<file path="config.mk">
export PLATFORM = sky130hd
export DESIGN_NAME = ret_stack
export DESIGN_NICKNAME = d
export VERILOG_FILES = /design/src/rtl/ret_stack_pkg.sv /design/src/rtl/ret_stack_ptr.sv /design/src/rtl/ret_stack_mem.sv /design/src/rtl/ret_stack.sv
export SDC_FILE = /design/constraint.sdc
export NUM_CORES = 1
export LEC_CHECK = 0
export ABC_AREA = 1
export CAP_MARGIN = 15
export CORE_MARGIN = 2
export CORE_UTILIZATION = 55
export CTS_BUF_LIST = sky130_fd_sc_hd__clkbuf_8 sky130_fd_sc_hd__clkbuf_16
export DETAILED_ROUTE_END_ITERATION = 16
export DONT_BUFFER_PORTS = 1
export PLACE_DENSITY_LB_ADDON = 0.3
export SLEW_MARGIN = 20
export SYNTH_ARGS = -nofsm -noshare
export SYNTH_HDL_FRONTEND = slang
export SYNTH_SLANG_ARGS = --single-unit
</file>
<file path="constraint.sdc">
create_clock -name clk -period 4.4 [get_ports clk]
set_clock_uncertainty 0.2 [all_clocks]
set_input_delay 0.22 -clock clk [delete_from_list [all_inputs] [get_ports clk]]
set_output_delay 0.22 -clock clk [all_outputs]
set_load 0.1 [all_outputs]
</file>
<file path="src/rtl/ret_stack_pkg.sv">
package ret_stack_pkg;
  localparam int PC_W = 13;
  localparam int ENT_W = PC_W + 1;

  typedef struct packed {
    logic            bank;
    logic [PC_W-1:0] pc;
  } ret_entry_t;
endpackage

</file>
<file path="src/rtl/ret_stack_ptr.sv">
module ret_stack_ptr #(
  parameter int DEPTH = 8,
  localparam int IDX_W = (DEPTH > 1) ? $clog2(DEPTH) : 1,
  localparam int CNT_W = $clog2(DEPTH + 1)
) (
  input  logic             clk,
  input  logic             rst_n,
  input  logic             push,
  input  logic             pop,
  output logic [IDX_W-1:0] wr_idx,
  output logic [IDX_W-1:0] rd_idx,
  output logic             wr_en,
  output logic             rd_en,
  output logic             full,
  output logic             empty,
  output logic             underflow
);
  logic [IDX_W-1:0] wp_q, wp_inc, wp_dec;
  logic [CNT_W-1:0] cnt_q;
  logic             uf_q;
  logic             pop_ok;

  assign full   = (cnt_q == CNT_W'(DEPTH));
  assign empty  = (cnt_q == '0);
  assign pop_ok = pop & ~empty;

  assign wp_inc = (wp_q == IDX_W'(DEPTH - 1)) ? '0 : wp_q + 1'b1;
  assign wp_dec = (wp_q == '0) ? IDX_W'(DEPTH - 1) : wp_q - 1'b1;

  assign wr_en  = push;
  assign rd_en  = pop_ok;
  assign rd_idx = wp_dec;
  assign wr_idx = (push & pop_ok) ? wp_dec : wp_q;
  assign underflow = uf_q;

  always_ff @(posedge clk) begin
    if (!rst_n) begin
      wp_q  <= '0;
      cnt_q <= '0;
      uf_q  <= 1'b0;
    end else begin
      if (pop & empty) uf_q <= 1'b1;
      if (push && !pop_ok) begin
        wp_q <= wp_inc;
        if (!full) cnt_q <= cnt_q + 1'b1;
      end else if (pop_ok && !push) begin
        wp_q  <= wp_dec;
        cnt_q <= cnt_q - 1'b1;
      end
    end
  end


  cnt_bound_chk: assert property (@(posedge clk) disable iff (!rst_n)
    cnt_q <= CNT_W'(DEPTH));

  full_hold_chk: assert property (@(posedge clk) disable iff (!rst_n)
    (push && !pop && full) |=> full);

  pop_clears_full_chk: assert property (@(posedge clk) disable iff (!rst_n)
    (pop && !push && !empty) |=> !full);

  uf_set_chk: assert property (@(posedge clk) disable iff (!rst_n)
    (pop && empty) |=> underflow);

  uf_sticky_chk: assert property (@(posedge clk) disable iff (!rst_n)
    underflow |=> underflow);

  uf_ptr_chk: assert property (@(posedge clk) disable iff (!rst_n)
    (pop && !push && empty) |=> (empty && $stable(wp_q)));

  both_cnt_chk: assert property (@(posedge clk) disable iff (!rst_n)
    (push && pop && !empty) |=> $stable(cnt_q));
endmodule

</file>
<file path="src/rtl/ret_stack_mem.sv">
module ret_stack_mem
  import ret_stack_pkg::*;
#(
  parameter int DEPTH = 8,
  localparam int IDX_W = (DEPTH > 1) ? $clog2(DEPTH) : 1
) (
  input  logic             clk,
  input  logic             rst_n,
  input  logic             wr_en,
  input  logic [IDX_W-1:0] wr_idx,
  input  ret_entry_t       wr_data,
  input  logic             rd_en,
  input  logic [IDX_W-1:0] rd_idx,
  output ret_entry_t       rd_data
);
  ret_entry_t slot [DEPTH];
  ret_entry_t rd_q;

  for (genvar g = 0; g < DEPTH; g++) begin : g_slot
    always_ff @(posedge clk) begin
      if (!rst_n) slot[g] <= '0;
      else if (wr_en && wr_idx == IDX_W'(g)) slot[g] <= wr_data;
    end
  end

  always_ff @(posedge clk) begin
    if (!rst_n) rd_q <= '0;
    else if (rd_en) rd_q <= slot[rd_idx];
  end

  assign rd_data = rd_q;


  rd_hold_chk: assert property (@(posedge clk) disable iff (!rst_n)
    !rd_en |=> $stable(rd_q));
endmodule

</file>
<file path="src/rtl/ret_stack.sv">
module ret_stack
  import ret_stack_pkg::*;
#(
  parameter int DEPTH = 8,
  localparam int IDX_W = (DEPTH > 1) ? $clog2(DEPTH) : 1
) (
  input  logic            clk,
  input  logic            rst_n,
  input  logic            push,
  input  logic            pop,
  input  logic [PC_W-1:0] push_pc,
  input  logic            push_bank,
  output logic [PC_W-1:0] pop_pc,
  output logic            pop_bank,
  output logic            full,
  output logic            empty,
  output logic            underflow,
  input  logic            irq_pending,
  output logic            irq_grant
);
  logic [IDX_W-1:0] wr_idx, rd_idx;
  logic             wr_en, rd_en;
  ret_entry_t       wr_ent, rd_ent;

  assign wr_ent.bank = push_bank;
  assign wr_ent.pc   = push_pc;

  ret_stack_ptr #(.DEPTH(DEPTH)) u_ptr (
    .clk(clk), .rst_n(rst_n), .push(push), .pop(pop),
    .wr_idx(wr_idx), .rd_idx(rd_idx), .wr_en(wr_en), .rd_en(rd_en),
    .full(full), .empty(empty), .underflow(underflow)
  );

  ret_stack_mem #(.DEPTH(DEPTH)) u_mem (
    .clk(clk), .rst_n(rst_n), .wr_en(wr_en), .wr_idx(wr_idx),
    .wr_data(wr_ent), .rd_en(rd_en), .rd_idx(rd_idx), .rd_data(rd_ent)
  );

  assign pop_pc    = rd_ent.pc;
  assign pop_bank  = rd_ent.bank;
  assign irq_grant = irq_pending & ~full;


  uf_out_hold_chk: assert property (@(posedge clk) disable iff (!rst_n)
    (pop && empty) |=> $stable({pop_bank, pop_pc}));

  irq_block_chk: assert property (@(posedge clk) disable iff (!rst_n)
    (push && !pop && full) |=> !irq_grant);
endmodule

</file>
# Word level (Yosys, flattened, before mapping)
# Memories as Yosys holds them, arrays and structs flattened. A register that Yosys moved wholly into a read port is not among the register bits.
# Cells that the tools add are included.
# word_totals
reg_bits,8
out_inout_bits,18
inputBits,19
rom_bits,0
ram_bits,112
mem_count,1
latchBits,0
word_cells,91
# memory_table
memory,depth,word_bits,read_ports,rd_clocked_by_memory_dff,wr,line,text
u_mem.slot,8,14,1,1,8,ret_stack_mem.sv:16,ret_entry_t slot [DEPTH];
# classes
n_shift,0
reduce_logical,18
order_cmp,0
div,0
mux,41
bitwise_logic,14
add_sub_neg,4
n_eq_ne,10
n_mul,0
# op_table
cell,count
14-bit two-way mux,8
1-bit two-way mux,25
"3-bit equality test, second input constant",5
3-bit two-way mux,5
4-bit two-way mux,3
1-bit logical AND,10
1-bit OR,8
"3-bit by 2-bit equality test with 1-bit output, second input constant",2
3-bit logical NOT,2
"4-bit by 1-bit adder with 4-bit output, second input constant",1
1-bit bitwise AND,4
"4-bit equality test, second input constant",1
4-bit logical NOT,1
"4-bit by 1-bit subtractor with 4-bit output, second input constant",1
"3-bit by 1-bit adder with 3-bit output, second input constant",1
"3-bit by 1-bit equality test with 1-bit output, second input constant",1
1-bit logical NOT,3
"3-bit by 1-bit subtractor with 3-bit output, second input constant",1
"2-bit inequality test, second input constant",1
1-bit inverter,2
2-bit AND reduction,1
2-bit nonzero test,1

# Depth between registers and ports, before layout
# Gate-level depths: netlist of the first run.
# depth
word_depth,11
depth_mapped,15
ltp_nobuf,14

# Hierarchy
# A second synthesis of the first run with hierarchy kept.
# unflattened
cells_unflattened,771
area_unflattened_um2,6586.3
# modules_own_cells
module,cells_per_inst,area_per_inst_um2,seq_area_each_um2,instances
ret_stack_mem,672,5929.4,3643.5,1
ret_stack_ptr,97,646.9,160.2,1
ret_stack,2,10.0,0.0,1

# Worst setup path before layout of the first run
# OpenSTA, ideal clock, no wires.
# synth_timing
path_type,register to register
from,register u_ptr.cnt_q[1]
to,"memory u_mem.slot[4][0] (netlist name), enable pin"
n_path_buf,1
setup_ps,404
period_less_slack_ps,3593
t_arrival_ps,2989
t_required_ps,3796
slack_ps,807
stages_incl_launch_ff,13
cell_sequence,dfxtp_1 > nor2_1 > nand3_1 > nand2_1 > inv_1 > buf_1 > ha_1 > nand2_1 > o21ai_1 > inv_1 > nor2_4 > nand2_1 > o21ai_0
# synth_rtl
item,line,text
"start, declared",ret_stack_ptr.sv:19,logic [CNT_W-1:0] cnt_q;
"start signal, assigned",ret_stack_ptr.sv:45,if (!full) cnt_q <= cnt_q + 1'b1;
"start signal, assigned",ret_stack_ptr.sv:48,cnt_q <= cnt_q - 1'b1;
"end, declared",ret_stack_mem.sv:16,

==> results of run 1 <==
==> power by group through the flow <==
stage | logic [mW] | clock network, mW | registers (mW)
after floorplan | 1.51 | 0 | 2.20
after global placement | 1.92 | 0 | 2.23
after detailed placement | 1.98 | 0 | 2.23
after CTS | 2.00 | 1.48 | 2.21
after global routing | 2.24 | 1.53 | 2.23
final | 2.04 | 1.47 | 2.21
==> Yosys cell counts (all sizes together) <==
cell    count  area share, %
a211oi      2           0.23
a21oi      23            1.9
a221oi      1           0.13
buf        19            1.4
clkbuf     21            1.2
dfxtp      22            6.6
edfxtp    112             50
ha         10            1.9
inv       135            7.6
nand2      98            5.5
nand3     149             12
nand3b     14            1.6
nand4       3           0.96
nor2      125            7.3
o21ai      11            1.1
or2         1          0.094
xnor2       3           0.39
xor2        1           0.13
==> routing by layer <==
layer	wire length, microns	up-vias	track usage (%)
met1	6460	2382	32.8
met5	0	-	0
li1	-	2405	-
met3	1310	42	7.78
met4	671	0	13.2
met2	7730	220	42.9
==> placed cells by master, fill, tap and decap left out, types with 5 or more instances in the layout <==
cell           synthesis  routed
nand3_1              144     144
inv_1                131     132
nor2_1               121     120
edfxtp_1             112     112
nand2_1               98      98
a21oi_1               22      22
dfxtp_1               22      21
clkbuf_16              0      17
nand3b_1              14      14
ha_1                  10      10
o21ai_0                7       6
buf_4                  0       6
nand3_2                5       5
dlygate4sd3_1          0       5
==> sequential cells by signal (all words and copies together) (netlist names) <==
name / count
u_ptr.cnt_q: 4
u_mem.rd_data: 14
u_ptr.underflow: 1
u_mem.slot: 112
u_ptr.wp_q: 3
==> cell families after synthesis <==
family          count (synthesis)  share of synthesized area [%]
fa+ha+maj                      10                           1.88
buf+inv                       175                           10.2
simple gates                  390                           27.0
flops                         134                           57.0
compound gates                 37                           3.36
xor+xnor                        4                          0.526
==> per-stage QoR <==
step | instance area [sq um] | util [%] | hold WS (ns) | worst slack [ns] | power (mW)
finish | 7390 | 62.1 | 0.00466 | 0.977 | 5.71
global route | 7390 | 62.1 | 0.0184 | 0.679 | 6.01
CTS | 7390 | 62.1 | 0.00213 | 0.969 | 5.68
detailed placement | 6730 | 56.5 | 0.174 | 1.01 | 4.22
global placement | 6730 | 56.5 | 0.172 | 1.15 | 4.15
floorplan | 6670 | - | 0.165 | 0.807 | 3.71
==> worst max-delay path by stage <==
stage,start,to,slack (ns),depth (start not counted)
after floorplan,u_ptr.cnt_q[1],u_mem.slot[4][0],0.81,12
after global placement,u_ptr.cnt_q[1],u_mem.slot[1][0],1.15,12
after detailed placement,u_ptr.cnt_q[0],u_mem.slot[1][5],1.01,12
after CTS,u_ptr.cnt_q[0],u_mem.slot[1][11],0.97,12
after global routing,u_ptr.cnt_q[0],u_mem.slot[1][0],0.68,12
final,u_ptr.cnt_q[0],u_mem.slot[1][11],0.98,12
==> layout make-up <==
type                            count  area, sq um
Sequential cell                   134         3800
Multi-Input combinational cell    441         2190
Clock inverter                     15          186
Inverter                          135          507
Clock buffer                       17          425
Fill cell                         983         4520
Timing Repair Buffer               11         95.1
Tap cell                          147          184
==> repair_timing <==
| action | CTS | global route |
|---|---|---|
| resized for setup | 0 | 0 |
| hold buffers | 5 | 0 |
| endpoints found under the hold margin | 58 | 0 |
==> results.json, run 1 <==
{
  "first_pass_iters": 6,
  "grt_max_degree": 60,
  "hold_end": "u_mem.slot[6][6]",
  "cpMostUsedCell": "nand2_1",
  "synth_cell_type_count": 27,
  "start_util_pct": 56.0,
  "worst_ir_drop_vdd_uv": 357,
  "grt_pass1_wl_microns": 25000,
  "p_clk_share_pct": 25.7,
  "worstPathArrival_ns": 3.28,
  "p_leak_nw": 3.23,
  "dieArea_sq_um": 13000,
  "hold_viol": 0,
  "worst_slew_pin_slew_ns": 1.05,
  "postCtsSetupBuffers": 0,
  "crit_required_ns": 4.25,
  "max_clock_freq_mhz": 292,
  "cp-end-kind": "flop",
  "port-buffer-count": 0,
  "pwr-share-comb_pct": 35.6,
  "timing.rr.start": "u_ptr.cnt_q[0]",
  "core_area_sq_um": 11900,
  "grt.overflow.total": 0,
  "r2r_cells": 12,
  "gp_congestion": 0.935,
  "min-delay-start": "push_pc[6]",
  "clk_pin_slew_worst_paths_ns": 0.06,
  "ys_seq_area_share_pct": 57.0,
  "clkLatencyLatePin_ns": 0.42,
  "p_switching_mw": 2.58,
  "drive_above_1_share_pct": 7.57,
  "rows": 40,
  "tritoncts": "built",
  "path_class": "flop to flop",
  "cpMaxStageDelayCell": "nand2_1",
  "drt_wl_total_microns": 16200,
  "cellPowerDensity_nw_per_um2": 773,
  "cap_violations": 0,
  "ys_seq_elements": 134,
  "cts_buffers": 17,
  "cts_max_level": 4,
  "path_max_fanout": 17,
  "routed_via_density": 5.61,
  "rsz0062_at_grt": "no",
  "die_height_microns": 114,
  "fin_tns_setup_ns": 0,
  "min_period_ns": 3.42,
  "cts_max_path_buffers": 2,
  "first_global_vias": 4705,
  "synthCells": 750,
  "synth_area_sq_um": 6670,
  "path_buf_inv": 3,
  "synth_nets": 779,
  "wl_per_cell_microns": 18.0,
  "syn_to_final_growth_pct": 10.9,
  "io_pins": 37,
  "stdcell_count": 900,
  "dr_total_vias": 5049,
  "pwr-share-seq_pct": 38.7,
  "whs_path_depth": 2,
  "drc": 0,
  "setup_viol": 0,
  "synth.avg_cell_area_sq_um": 8.89,
  "timing.rr.end": "u_mem.slot[1][11]",
  "start_kind": "flop",
  "nNetsFinal": 769,
  "crit_chain": "nor2_1, nand3_1, nand2_1, buf_4, inv_1, ha_1, nand2_1, o21ai_1, inv_1, nor2_2, nand3_1, nand2_1",
  "diodes": 0,
  "yosysWarnings": 0,
  "status": "completed",
  "slew_headroom_pct": 29.9,
  "dp.final_hpwl_microns": 10500,
  "period_share_pct": 77.8,
  "drt_iter0_drc": 474,
  "p_int_mw": 3.14,
  "rrSetupSlack_ns": 0.98,
  "antenna_found_initial": 0,
  "p_sw_share_pct": 45.1,
  "drtAntennaViolNets": 0,
  "die_w_microns": 114,
  "cts.sinks": 134,
  "crit_family": "simple AND/OR/NAND/NOR gates",
  "grt_usage_pct": 26.6,
  "hp-class": "input pin to flop",
  "drv_slew": 0,
  "placed_cells": 863,
  "cts_root_buf": "clkbuf_16",
  "slowest_delay_ns": 0.46
}
Power figures use the tool's default switching activity.
==> run 2: changes to the inputs <==
Clock period 4.4 ns to 3.4 ns, I/O delays scaled along.
==> run 2 against run 1 <==
  * Cell count is 2.1% higher
  * Worst setup slack lost 0.45 ns
  * Maximum frequency up 19%
  * Register-to-register slack worse by 0.45 ns
  * Non-clock buffer count increased by 19
  * Critical endpoint is now u_mem.slot[0][7]
==> results.json, run 2 (synthesis gave the netlist of run 1 again) <==
{
  "start_kind": "flop",
  "dp.final_hpwl_microns": 9930,
  "cts.sinks": 134,
  "path_max_fanout": 14,
  "period_share_pct": 84.5,
  "grt_pass1_wl_microns": 25800,
  "cellPowerDensity_nw_per_um2": 966,
  "fillers": 993,
  "dpl-instance-area_sq_um": 6780,
  "worst_ir_drop_vdd_uv": 407,
  "diodes": 0,
  "worst_slew_pin_slew_ns": 0.985,
  "rsz0062_at_grt": "no",
  "timing.rr.start": "u_ptr.cnt_q[1]",
  "core_area_sq_um": 11900,
  "layout_commonest_cell": "nand3_1",
  "path_class": "flop to flop",
  "p_leak_nw": 3.29,
  "max_clock_freq_mhz": 348,
  "first_pass_iters": 7,
  "routed_via_density": 5.63,
  "grt_max_degree": 60,
  "holdBufCountCts": 17,
  "cts_resized": 0,
  "drt_iter0_drc": 617,
  "crit_required_ns": 3.25,
  "start_util_pct": 56.0,
  "slew_headroom_pct": 34.3,
  "dieArea_sq_um": 13000,
  "cts_max_level": 4,
  "syn_to_final_growth_pct": 12.6,
  "hold_viol": 0,
  "clk_pin_slew_worst_paths_ns": 0.06,
  "status": "completed",
  "fin_util_pct": 63.0,
  "grt_usage_pct": 26.7,
  "wl_per_cell_microns": 17.5,
  "nNetsFinal": 788,
  "drc": 0,
  "dr_total_vias": 5178,
  "port-buffer-count": 0,
  "min-delay-start": "rst_n",
  "final-seq-area_sq_um": 3800,
  "drtAntennaViolNets": 0,
  "cap_violations": 0,
  "die_w_microns": 114,
  "cts_root_buf": "clkbuf_16",
  "multi_input_area_sq_um": 2190,
  "drt_wl_total_microns": 16100,
  "drv_slew": 0,
  "tritoncts": "built",
  "fin_tns_setup_ns": 0,
  "final_cell_mix": "nand3_1, inv_1, nor2_1",
  "antenna_found_initial": 0,
  "min_period_ns": 2.87,
  "worstPathArrival_ns": 2.73,
  "hp-class": "input pin to flop",
  "grt.overflow.total": 0,
  "gp_congestion": 0.880,
  "io_pins": 37,
  "fin_area_sq_um": 7510,
  "first_global_vias": 4977,
  "regMostFlops": "u_mem.slot",
  "postCtsSetupBuffers": 0,
  "setup_viol": 0,
  "rows": 40,
  "timing.hold.ws_ns": 0.0140,
  "drive_above_1_share_pct": 8.55,
  "cts_max_path_buffers": 2,
  "crit_start": "u_ptr.cnt_q[1]",
  "cts_buffers": 17,
  "clkLatencyLatePin_ns": 0.42,
  "die_height_microns": 114,
  "cp-end-kind": "flop",
  "total_power_mw": 7.26,
  "largest_reg_flops": 112
}
==> run 2: cell type report <==
cell class | count | area share [%]
flip-flops and latches | 134 | 50.7
well taps | 147 | 2.45
multi-input cells | 441 | 29.2
inverters | 135 | 6.75
clock inverters | 13 | 1.07
repair buffers | 30 | 3.57
clock buffers | 19 | 6.33
==> run 2: worst paths after layout <==
check                                         to  cells past startpoint  slack (ns)
worst max-delay path            u_mem.slot[0][7]                      9        0.53
worst min register to register    u_ptr.cnt_q[0]                      1        0.30
worst min-delay path            u_mem.slot[6][6]                      2        0.01
worst max register to register  u_mem.slot[0][7]                      9        0.53
==> run 2: metrics by stage <==
step	instances	worst slack [ns]
after floorplan	750	0.183
after global placement	870	0.651
after detailed placement	870	0.565
after CTS	919	0.532
after global routing	919	0.270
final	919	0.527
==> run 2: worst max-delay path, cell delays in order, from the launching register on <==
cell and delay (ns):
dfxtp_1 0.40, nor2_1 0.08, nand3_1 0.09, nand2_1 0.08
inv_1 0.09, ha_1 0.35, nor2_1 0.13, a21oi_4 0.40
nand3_1 0.13, nand2_1 0.53
==> run 2: where the power goes <==
group	switching (mW)	total (mW)	internal (mW)
Clock	0.698	1.71	1.01
Sequential	0.714	2.86	2.14
Combinational	1.93	2.69	0.763
==> run 2: routing by layer <==
metal  wire [microns]  up-vias  track usage [%]
li1                 -     2445                -
met1             6760     2464             35.8
met2             7650      236             41.9
met3             1320       33             5.93
met4              368        0             11.7
met5                0        -                0
